==> config.mk <==
export PLATFORM = sky130hd
export DESIGN_NAME = bg_fetcher
export DESIGN_NICKNAME = d
export VERILOG_FILES = /design/src/rtl/bgf_pkg.sv /design/src/rtl/bgf_ctrl.sv /design/src/rtl/bgf_datapath.sv /design/src/rtl/bg_fetcher.sv
export SDC_FILE = /design/constraint.sdc
export NUM_CORES = 1
export LEC_CHECK = 0
export ABC_AREA = 1
export ABC_CLOCK_PERIOD_IN_PS = 1480
export BUFFER_PORTS_ARGS = -buffer_cell sky130_fd_sc_hd__buf_2
export CAP_MARGIN = 20
export CORE_MARGIN = 3
export CORE_UTILIZATION = 45
export CTS_CLUSTER_DIAMETER = 60
export CTS_CLUSTER_SIZE = 16
export DETAILED_ROUTE_END_ITERATION = 16
export HOLD_SLACK_MARGIN = 0.1
export PLACE_DENSITY = 0.72
export SLEW_MARGIN = 0
export SYNTH_ARGS = -nofsm -noshare
export SYNTH_HDL_FRONTEND = slang
export SYNTH_SLANG_ARGS = --single-unit
==> constraint.sdc <==
create_clock -name clk -period 1.48 [get_ports clk]
set_clock_uncertainty 0.1 [all_clocks]
set_input_delay 0 -clock clk [delete_from_list [all_inputs] [get_ports clk]]
set_output_delay 0 -clock clk [all_outputs]
set_load 0.005 [all_outputs]
==> src/rtl/bgf_pkg.sv <==
package bgf_pkg;
  localparam int VRAM_AW = 13;
  localparam int BYTE_W  = 8;

  typedef enum logic [1:0] {
    ST_TILE = 2'd0,
    ST_LO   = 2'd1,
    ST_HI   = 2'd2,
    ST_PUSH = 2'd3
  } fetchState_e;

  typedef struct packed {
    logic loadLine;
    logic reqTile;
    logic reqLo;
    logic reqHi;
    logic capTile;
    logic capLo;
    logic capHi;
    logic push;
  } fetchStrobe_t;
endpackage

==> src/rtl/bgf_ctrl.sv <==
module bgf_ctrl
  import bgf_pkg::*;
#(
  parameter int LEAD_DOTS = 6
) (
  input  logic         clk,
  input  logic         rst_n,
  input  logic         lineStart,
  output fetchStrobe_t strobe,
  output logic         fifoPaused
);
  localparam int CNT_W = $clog2(LEAD_DOTS + 1);

  logic [CNT_W-1:0] waitCnt;
  logic             running;
  logic             divisor;
  fetchState_e      state;
  logic             capTileQ, capLoQ, capHiQ;
  logic             act;

  // an action fires only on dots where the divisor is already set
  assign act = running & divisor & ~lineStart;

  always_comb begin
    strobe          = '0;
    strobe.loadLine = lineStart;
    strobe.reqTile  = act & (state == ST_TILE);
    strobe.reqLo    = act & (state == ST_LO);
    strobe.reqHi    = act & (state == ST_HI);
    strobe.push     = act & (state == ST_PUSH);
    strobe.capTile  = capTileQ;
    strobe.capLo    = capLoQ;
    strobe.capHi    = capHiQ;
  end

  always_ff @(posedge clk or negedge rst_n) begin
    if (!rst_n) begin
      waitCnt    <= '0;
      running    <= 1'b0;
      divisor    <= 1'b0;
      state      <= ST_TILE;
      fifoPaused <= 1'b1;
      capTileQ   <= 1'b0;
      capLoQ     <= 1'b0;
      capHiQ     <= 1'b0;
    end else if (lineStart) begin
      waitCnt    <= CNT_W'(LEAD_DOTS);
      running    <= 1'b0;
      divisor    <= 1'b0;
      state      <= ST_TILE;
      fifoPaused <= 1'b1;
      capTileQ   <= 1'b0;
      capLoQ     <= 1'b0;
      capHiQ     <= 1'b0;
    end else begin
      capTileQ <= strobe.reqTile;
      capLoQ   <= strobe.reqLo;
      capHiQ   <= strobe.reqHi;
      if (waitCnt != '0) begin
        waitCnt <= waitCnt - 1'b1;
        if (waitCnt == CNT_W'(1)) running <= 1'b1;
      end
      if (running) begin
        divisor <= ~divisor;
        if (divisor) begin
          state <= fetchState_e'(state + 2'd1);
          if (state == ST_PUSH) fifoPaused <= 1'b0;
        end
      end
    end
  end
endmodule

==> src/rtl/bgf_datapath.sv <==
module bgf_datapath
  import bgf_pkg::*;
(
  input  logic                clk,
  input  logic                rst_n,
  input  fetchStrobe_t        strobe,
  input  logic                mapSel,
  input  logic                dataSel,
  input  logic [BYTE_W-1:0]   scrollX,
  input  logic [BYTE_W-1:0]   scrollY,
  input  logic [BYTE_W-1:0]   lineNum,
  input  logic [BYTE_W-1:0]   vramData,
  output logic [VRAM_AW-1:0]  vramAddr,
  output logic [BYTE_W-1:0]   rowLo,
  output logic [BYTE_W-1:0]   rowHi
);
  localparam int COL_W = 5;
  localparam logic [VRAM_AW-1:0] MAP_LO_BASE  = VRAM_AW'('h1800);
  localparam logic [VRAM_AW-1:0] MAP_HI_BASE  = VRAM_AW'('h1C00);
  localparam logic [VRAM_AW-1:0] SIGNED_BASE  = VRAM_AW'('h1000);

  logic [COL_W-1:0]   col;
  logic [BYTE_W-1:0]  tileNum;
  logic [BYTE_W-1:0]  yPos;
  logic [VRAM_AW-1:0] mapAddr, tileBase, rowOff;

  assign yPos    = lineNum + scrollY;
  assign mapAddr = (mapSel ? MAP_HI_BASE : MAP_LO_BASE)
                 + VRAM_AW'({yPos[7:3], col});
  assign tileBase = dataSel ? VRAM_AW'({tileNum, 4'b0000})
                            : SIGNED_BASE + {tileNum[7], tileNum, 4'b0000};
  assign rowOff   = VRAM_AW'({yPos[2:0], strobe.reqHi});
  assign vramAddr = strobe.reqTile ? mapAddr : tileBase + rowOff;

  always_ff @(posedge clk or negedge rst_n) begin
    if (!rst_n) begin
      col     <= '0;
      tileNum <= '0;
      rowLo   <= '0;
      rowHi   <= '0;
    end else begin
      if (strobe.loadLine)     col <= scrollX[7:3];
      else if (strobe.reqTile) col <= col + 1'b1;
      if (strobe.capTile) tileNum <= vramData;
      if (strobe.capLo)   rowLo   <= vramData;
      if (strobe.capHi)   rowHi   <= vramData;
    end
  end
endmodule

==> src/rtl/bg_fetcher.sv <==
module bg_fetcher
  import bgf_pkg::*;
#(
  parameter int LEAD_DOTS = 6
) (
  input  logic         clk,
  input  logic         rst_n,
  input  logic         lineStart,
  input  logic         mapSel,
  input  logic         dataSel,
  input  logic [7:0]   scrollX,
  input  logic [7:0]   scrollY,
  input  logic [7:0]   lineNum,
  input  logic [7:0]   vramData,
  output logic         vramRdEn,
  output logic [12:0]  vramAddr,
  output logic         fifoPush,
  output logic [7:0]   fifoLo,
  output logic [7:0]   fifoHi,
  output logic         fifoPaused
);
  fetchStrobe_t strobe;

  bgf_ctrl #(.LEAD_DOTS(LEAD_DOTS)) u_ctrl (
    .clk        (clk),
    .rst_n      (rst_n),
    .lineStart  (lineStart),
    .strobe     (strobe),
    .fifoPaused (fifoPaused)
  );

  bgf_datapath u_dp (
    .clk      (clk),
    .rst_n    (rst_n),
    .strobe   (strobe),
    .mapSel   (mapSel),
    .dataSel  (dataSel),
    .scrollX  (scrollX),
    .scrollY  (scrollY),
    .lineNum  (lineNum),
    .vramData (vramData),
    .vramAddr (vramAddr),
    .rowLo    (fifoLo),
    .rowHi    (fifoHi)
  );

  assign vramRdEn = strobe.reqTile | strobe.reqLo | strobe.reqHi;
  assign fifoPush = strobe.push;
endmodule

### Yosys cells after proc, flatten, opt, wreduce, memory -nomap -nowiden

Cells that the tools add are included.

* add/sub/neg operators: 7
* equality and inequality tests: 4
* mux-type cells: 22
* bitwise gates (word level): 10
* reduce and logical (&&, ||, !) cells: 11

Operators by type and width (number)
* $mux W13: 2
* $add A13 B10 Y13: 1
* $add A13 B13 Y13 const A: 1
* $add A13 B4 Y13: 1
* $mux W1: 12
* $reduce_bool A2 Y1: 6
* $mux W11: 1
* $mux W5: 2
* $add A8 B8 Y8: 1
* $and A1 B1 Y1: 6
* $mux W2: 3
* $mux W3: 2
* $add A5 B1 Y5 const B: 1
* $eq A2 B2 Y1 const B: 2
* $reduce_and A2 Y1: 2
* $eq A3 B1 Y1 const B: 1
* $reduce_and A3 Y1: 1
* $reduce_bool A3 Y1: 1
* $sub A3 B1 Y3 const B: 1
* $add A2 B1 Y2 const B: 1
* $eq A2 B1 Y1 const B: 1
* $logic_not A2 Y1: 1
* $not A1 Y1: 2
* $or A1 B1 Y1: 2

* flip-flop bits (word level): 40
* output and inout port bits: 32

### Depth between registers and ports, before layout

* word-level depth: 5
* mapped depth: 11
* gate-level depth less buffers: 11

### Modules after synthesis

A second synthesis with hierarchy kept.

* cells, all modules: 252
* area, all modules: 2243.4 um2

By module, submodules not included
* bgf_datapath: instances 1, cells each 179, area each 1634.1 um2
* bgf_ctrl: instances 1, cells each 70, area each 598.1 um2
* bg_fetcher: instances 1, cells each 3, area each 11.3 um2

### Worst setup path before layout

No wires, ideal clock.

* kind: reg2reg
* from: register u_ctrl.state[0]
* to: register u_dp.col[0]
* setup time: 120 ps
* arrival time: 1121 ps
* data required time: 1260 ps
* setup slack: 139 ps
* stages on the path, launching flop included: 9
* buffers on the path: 1
* clock period less this slack: 1341 ps
* cells stage by stage: dfrtp_1 > inv_1 > ha_1 > inv_1 > nor2_4 > buf_6 > a21oi_2 > o21ai_1 > nand2_1

* longest elaborated chain between the ends: 3

RTL lines
* from (decl): RTL line bgf_ctrl.sv:17 `fetchState_e state;`
* from (signal assigned): RTL line bgf_ctrl.sv:66 `state <= fetchState_e'(state + 2'd1);`
* $logic_not A2 Y1: RTL line bgf_ctrl.sv:27 `strobe.reqTile = act & (state == ST_TILE);`
* $and A1 B1 Y1: RTL line bgf_ctrl.sv:27
* $reduce_bool A2 Y1 (no source line)
* to (signal assigned): RTL line bgf_datapath.sv:42 `if (strobe.loadLine) col <= scrollX[7:3];`
* to (signal assigned): RTL line bgf_datapath.sv:43 `else if (strobe.reqTile) col <= col + 1'b1;`
* to (decl): RTL line bgf_datapath.sv:22 `logic [COL_W-1:0] col;`

Every way passes these cells.
A chain may end at the register's enable or synchronous reset.

### Final worst setup path

* from: register u_ctrl.state[0]
* to: output vramAddr[10]

* longest elaborated chain between the ends: 4

RTL lines
* $eq A2 B2 Y1: RTL line bgf_ctrl.sv:29 `strobe.reqHi = act & (state == ST_HI);`
* $and A1 B1 Y1: RTL line bgf_ctrl.sv:29
* $add A13 B4 Y13: RTL line bgf_datapath.sv:33 `assign vramAddr = strobe.reqTile ? mapAddr : tileBase + rowOff;`
* $mux W13 (*): RTL line bgf_datapath.sv:33
* to (decl): RTL line bg_fetcher.sv:16 `output logic [12:0] vramAddr,`

Mark *: on every way between the ends. The rest lies on a longest branch, timed or not.

==> metrics <==
status complete, but fails checks; failing checks setup timing; first-pass GRT wire length ~8 mm; CTS Buf Count 5; Pre-Repair DR Iteration Count 4; share of flip-flops with an asynchronous set or reset 1.000; area grow syn2layout 44.60%; vias in the first global route between 1500 and 2000; via count between 1500 and 2000; worst-path fanout max 4; sequential-to-total area share from yosys stat 0.4598; Finish-stage setup viols 15; DRT iter0 DRCs approximately 70; via-per-instance ratio approximately 5; # IOs 69; met2 routed wirelength around 2.5 mm; largest net degree at the start of global routing 20; # diodes 0; initial antenna violation count 0; Fin Setup TNS -2207 ps; Leakage between 1.5 and 2 nW; max_slew headroom 0.6571; uppermost layer routed met4; Clock Latency Late Sink 290 ps; CP peak stage delay 400 ps; Setup WS post-layout -208.9 ps; ys flop type dfrtp_1; Critical Path RT ~1400 ps; clock slew at reported path FFs 70 ps; post-detail-place hpwl approximately 3.6 mm; WL per Instance 13.47 µm; CTS H-Tree Depth 2; Design Power between 2 and 2.5 mW; Yosys cell types 27; Design Area, Final about 3200 µm²; core area ~4500 µm²; PortBufs 65; clk buf depth 2; multi-input combinational cell area about 1100 µm²; RSZ-0062 raised after global routing yes; TritonCTS clock tree built; HP Class in -> reg; Warnings, synthesis 0; full die area 5715 µm²; final clock period utilization by the worst path 1.141; met3 WL ~300 µm; Cell Pwr Density 767.2 nW/µm²; critical path launch point type register; final core occ 0.6997; GPL Wtd Cong about 0.83; Max Transition Viols Final 0; Mapped Nets ~290; root buffer cell clkbuf_8; Syn Inst Count 232; Die Wd 75.60 µm; CP arrival ~1600 ps; Post-synth EDFFs 0; DRC Markers 0; fillers 330; FF+latch area between 1000 and 1500 µm²; Initial Utilization 0.4839; grt total ovfl 0; num rows 24; Fmax roughly 600 MHz; CP max stage cell dfrtp_1; gr usage total 0.1822; number of clock sinks 40; Routed WL about 5.3 mm; final hold viol count 0; CP cell instances inv_2 -> ha_4 -> inv_4 -> nor2_4 -> buf_4 -> buf_6 -> nand2_1 -> o21ai_0 -> buf_2; maximum vdd drop 621.6 µV; worst setup path class reg -> out; MaxCap Viol Count 0; Mean Syn Cell Area ~9.4 µm²; fin crit period between 1500 and 2000 ps; M1 wire length approximately 2.3 mm; Tightest Pin Transition between 500 and 600 ps; die height ~76 µm; Syn Std Cell Area around 2200 µm²; post-route ant nets 0; Critical Path End Type output pin; Layout Nets between 300 and 400; layout cells sized above 1 0.3864; Finished Layout Cells 391; dpl cells 350; dpl cell area roughly 2600 µm²; Synth Register Bits 40
per-stage QoR:
stage	hold WS (ps)	worst slack, ps
global placement	-189.9	45.71
CTS	43.88	-139.8
floorplan	-395.6	138.8
global route	101.5	-291.5
detailed placement	-177.3	4.114
finish	88.33	-208.9
layer usage:
metal / global-route usage / up-vias
li1: - / 969
met1: 0.2470 / 877
met2: 0.2943 / 50
met3: 0.04617 / 9
met4: 0.04466 / 0
met5: 0 / -
final cells by class:
class | instances | area share
multi-input combinational | 155 | 0.3493
inverter | 31 | 0.04010
clock buffer | 6 | 0.02303
clock inverter | 2 | 0.01112
sequential | 40 | 0.3180
timing repair buffer | 105 | 0.2378
tap | 52 | 0.02064
worst paths after layout:
kind | from | endpoint | slack (ps) | cells past startpoint
min in group asynchronous | rst_n | u_dp.rowLo[2] | 140 | 3
max | u_ctrl.state[0] | vramAddr[10] | -210 | 9
min reg2reg | u_dp.rowLo[6] | u_dp.rowLo[6] | 400 | 1
max in group asynchronous | rst_n | u_ctrl.capHiQ | 180 | 3
max reg2reg | u_ctrl.state[0] | u_dp.col[0] | -50 | 10
min | lineStart | u_ctrl.divisor | 90 | 4
worst max-delay path: cells and delay by family, from the launching register on:
kind                       cells  cell delay (ps)
AOI/OAI and AO/OA              1               60
buffers and inverters          5              520
and+or+nand+nor                2              160
DFF                            1              400
adders and majority gates      1              150
flip-flops by register name, summed over array words and instances (netlist names):
name and cells:
u_ctrl.waitCnt 3, u_dp.rowLo 8, u_dp.tileNum 8, u_ctrl.capTileQ 1, u_dp.col 5, u_ctrl.capLoQ 1
u_ctrl.state 2, u_dp.rowHi 8, u_ctrl.running 1, u_ctrl.capHiQ 1, u_ctrl.fifoPaused 1, u_ctrl.divisor 1
repair_timing:
| item | CTS | global route |
|---|---|---|
| hold endpoints to repair | 74 | 3 |
| pin swaps | 5 | 7 |
| setup endpoints to repair | 15 | 16 |
| hold buffers | 22 | 2 |
| buffers inserted | 7 | 4 |
| resized for setup | 20 | 18 |
Yosys cell counts, drive strengths merged (2+ instances only):
cell type | count | area (µm²)
xor2 | 4 | 35.03
or2 | 2 | 12.51
nor2 | 10 | 45.04
buf | 6 | 38.79
a21oi | 6 | 33.78
nand3 | 16 | 92.59
nand3b | 3 | 22.52
xnor2 | 2 | 17.52
dfrtp | 39 | 975.9
o211ai | 5 | 37.54
ha | 15 | 187.7
inv | 31 | 116.4
o21ai | 14 | 70.06
nand2 | 54 | 202.7
mux2 | 20 | 225.2
cells in the final DEF, fill, tap and decap left out, types with 9 or more instances in the layout:
cell	n
dfrtp_1	39
ha_1	12
nand2_1	50
nand3_1	13
dlygate4sd3_1	24
inv_1	24
buf_2	63
mux2_2	20
o21ai_0	9
power by group:
group	switching, mW	internal (mW)
Sequential	0.0330	1.13
Combinational	0.194	0.187
Clock	0.378	0.500
Total	0.605	1.81
cells by family (layout without fill, tap and decap cells):
family / after synthesis / count (layout) / share of synthesized area
xor gates and xnor gates: 6 / 6 / 0.02411
DFF: 40 / 40 / 0.4598
buffers and inverters: 37 / 144 / 0.07118
muxes: 20 / 20 / 0.1033
and+or+nand+nor: 85 / 85 / 0.1722
adders and majority gates: 16 / 16 / 0.09529
AOI/OAI and AO/OA: 28 / 28 / 0.07406
Power figures use the tool's default switching activity.
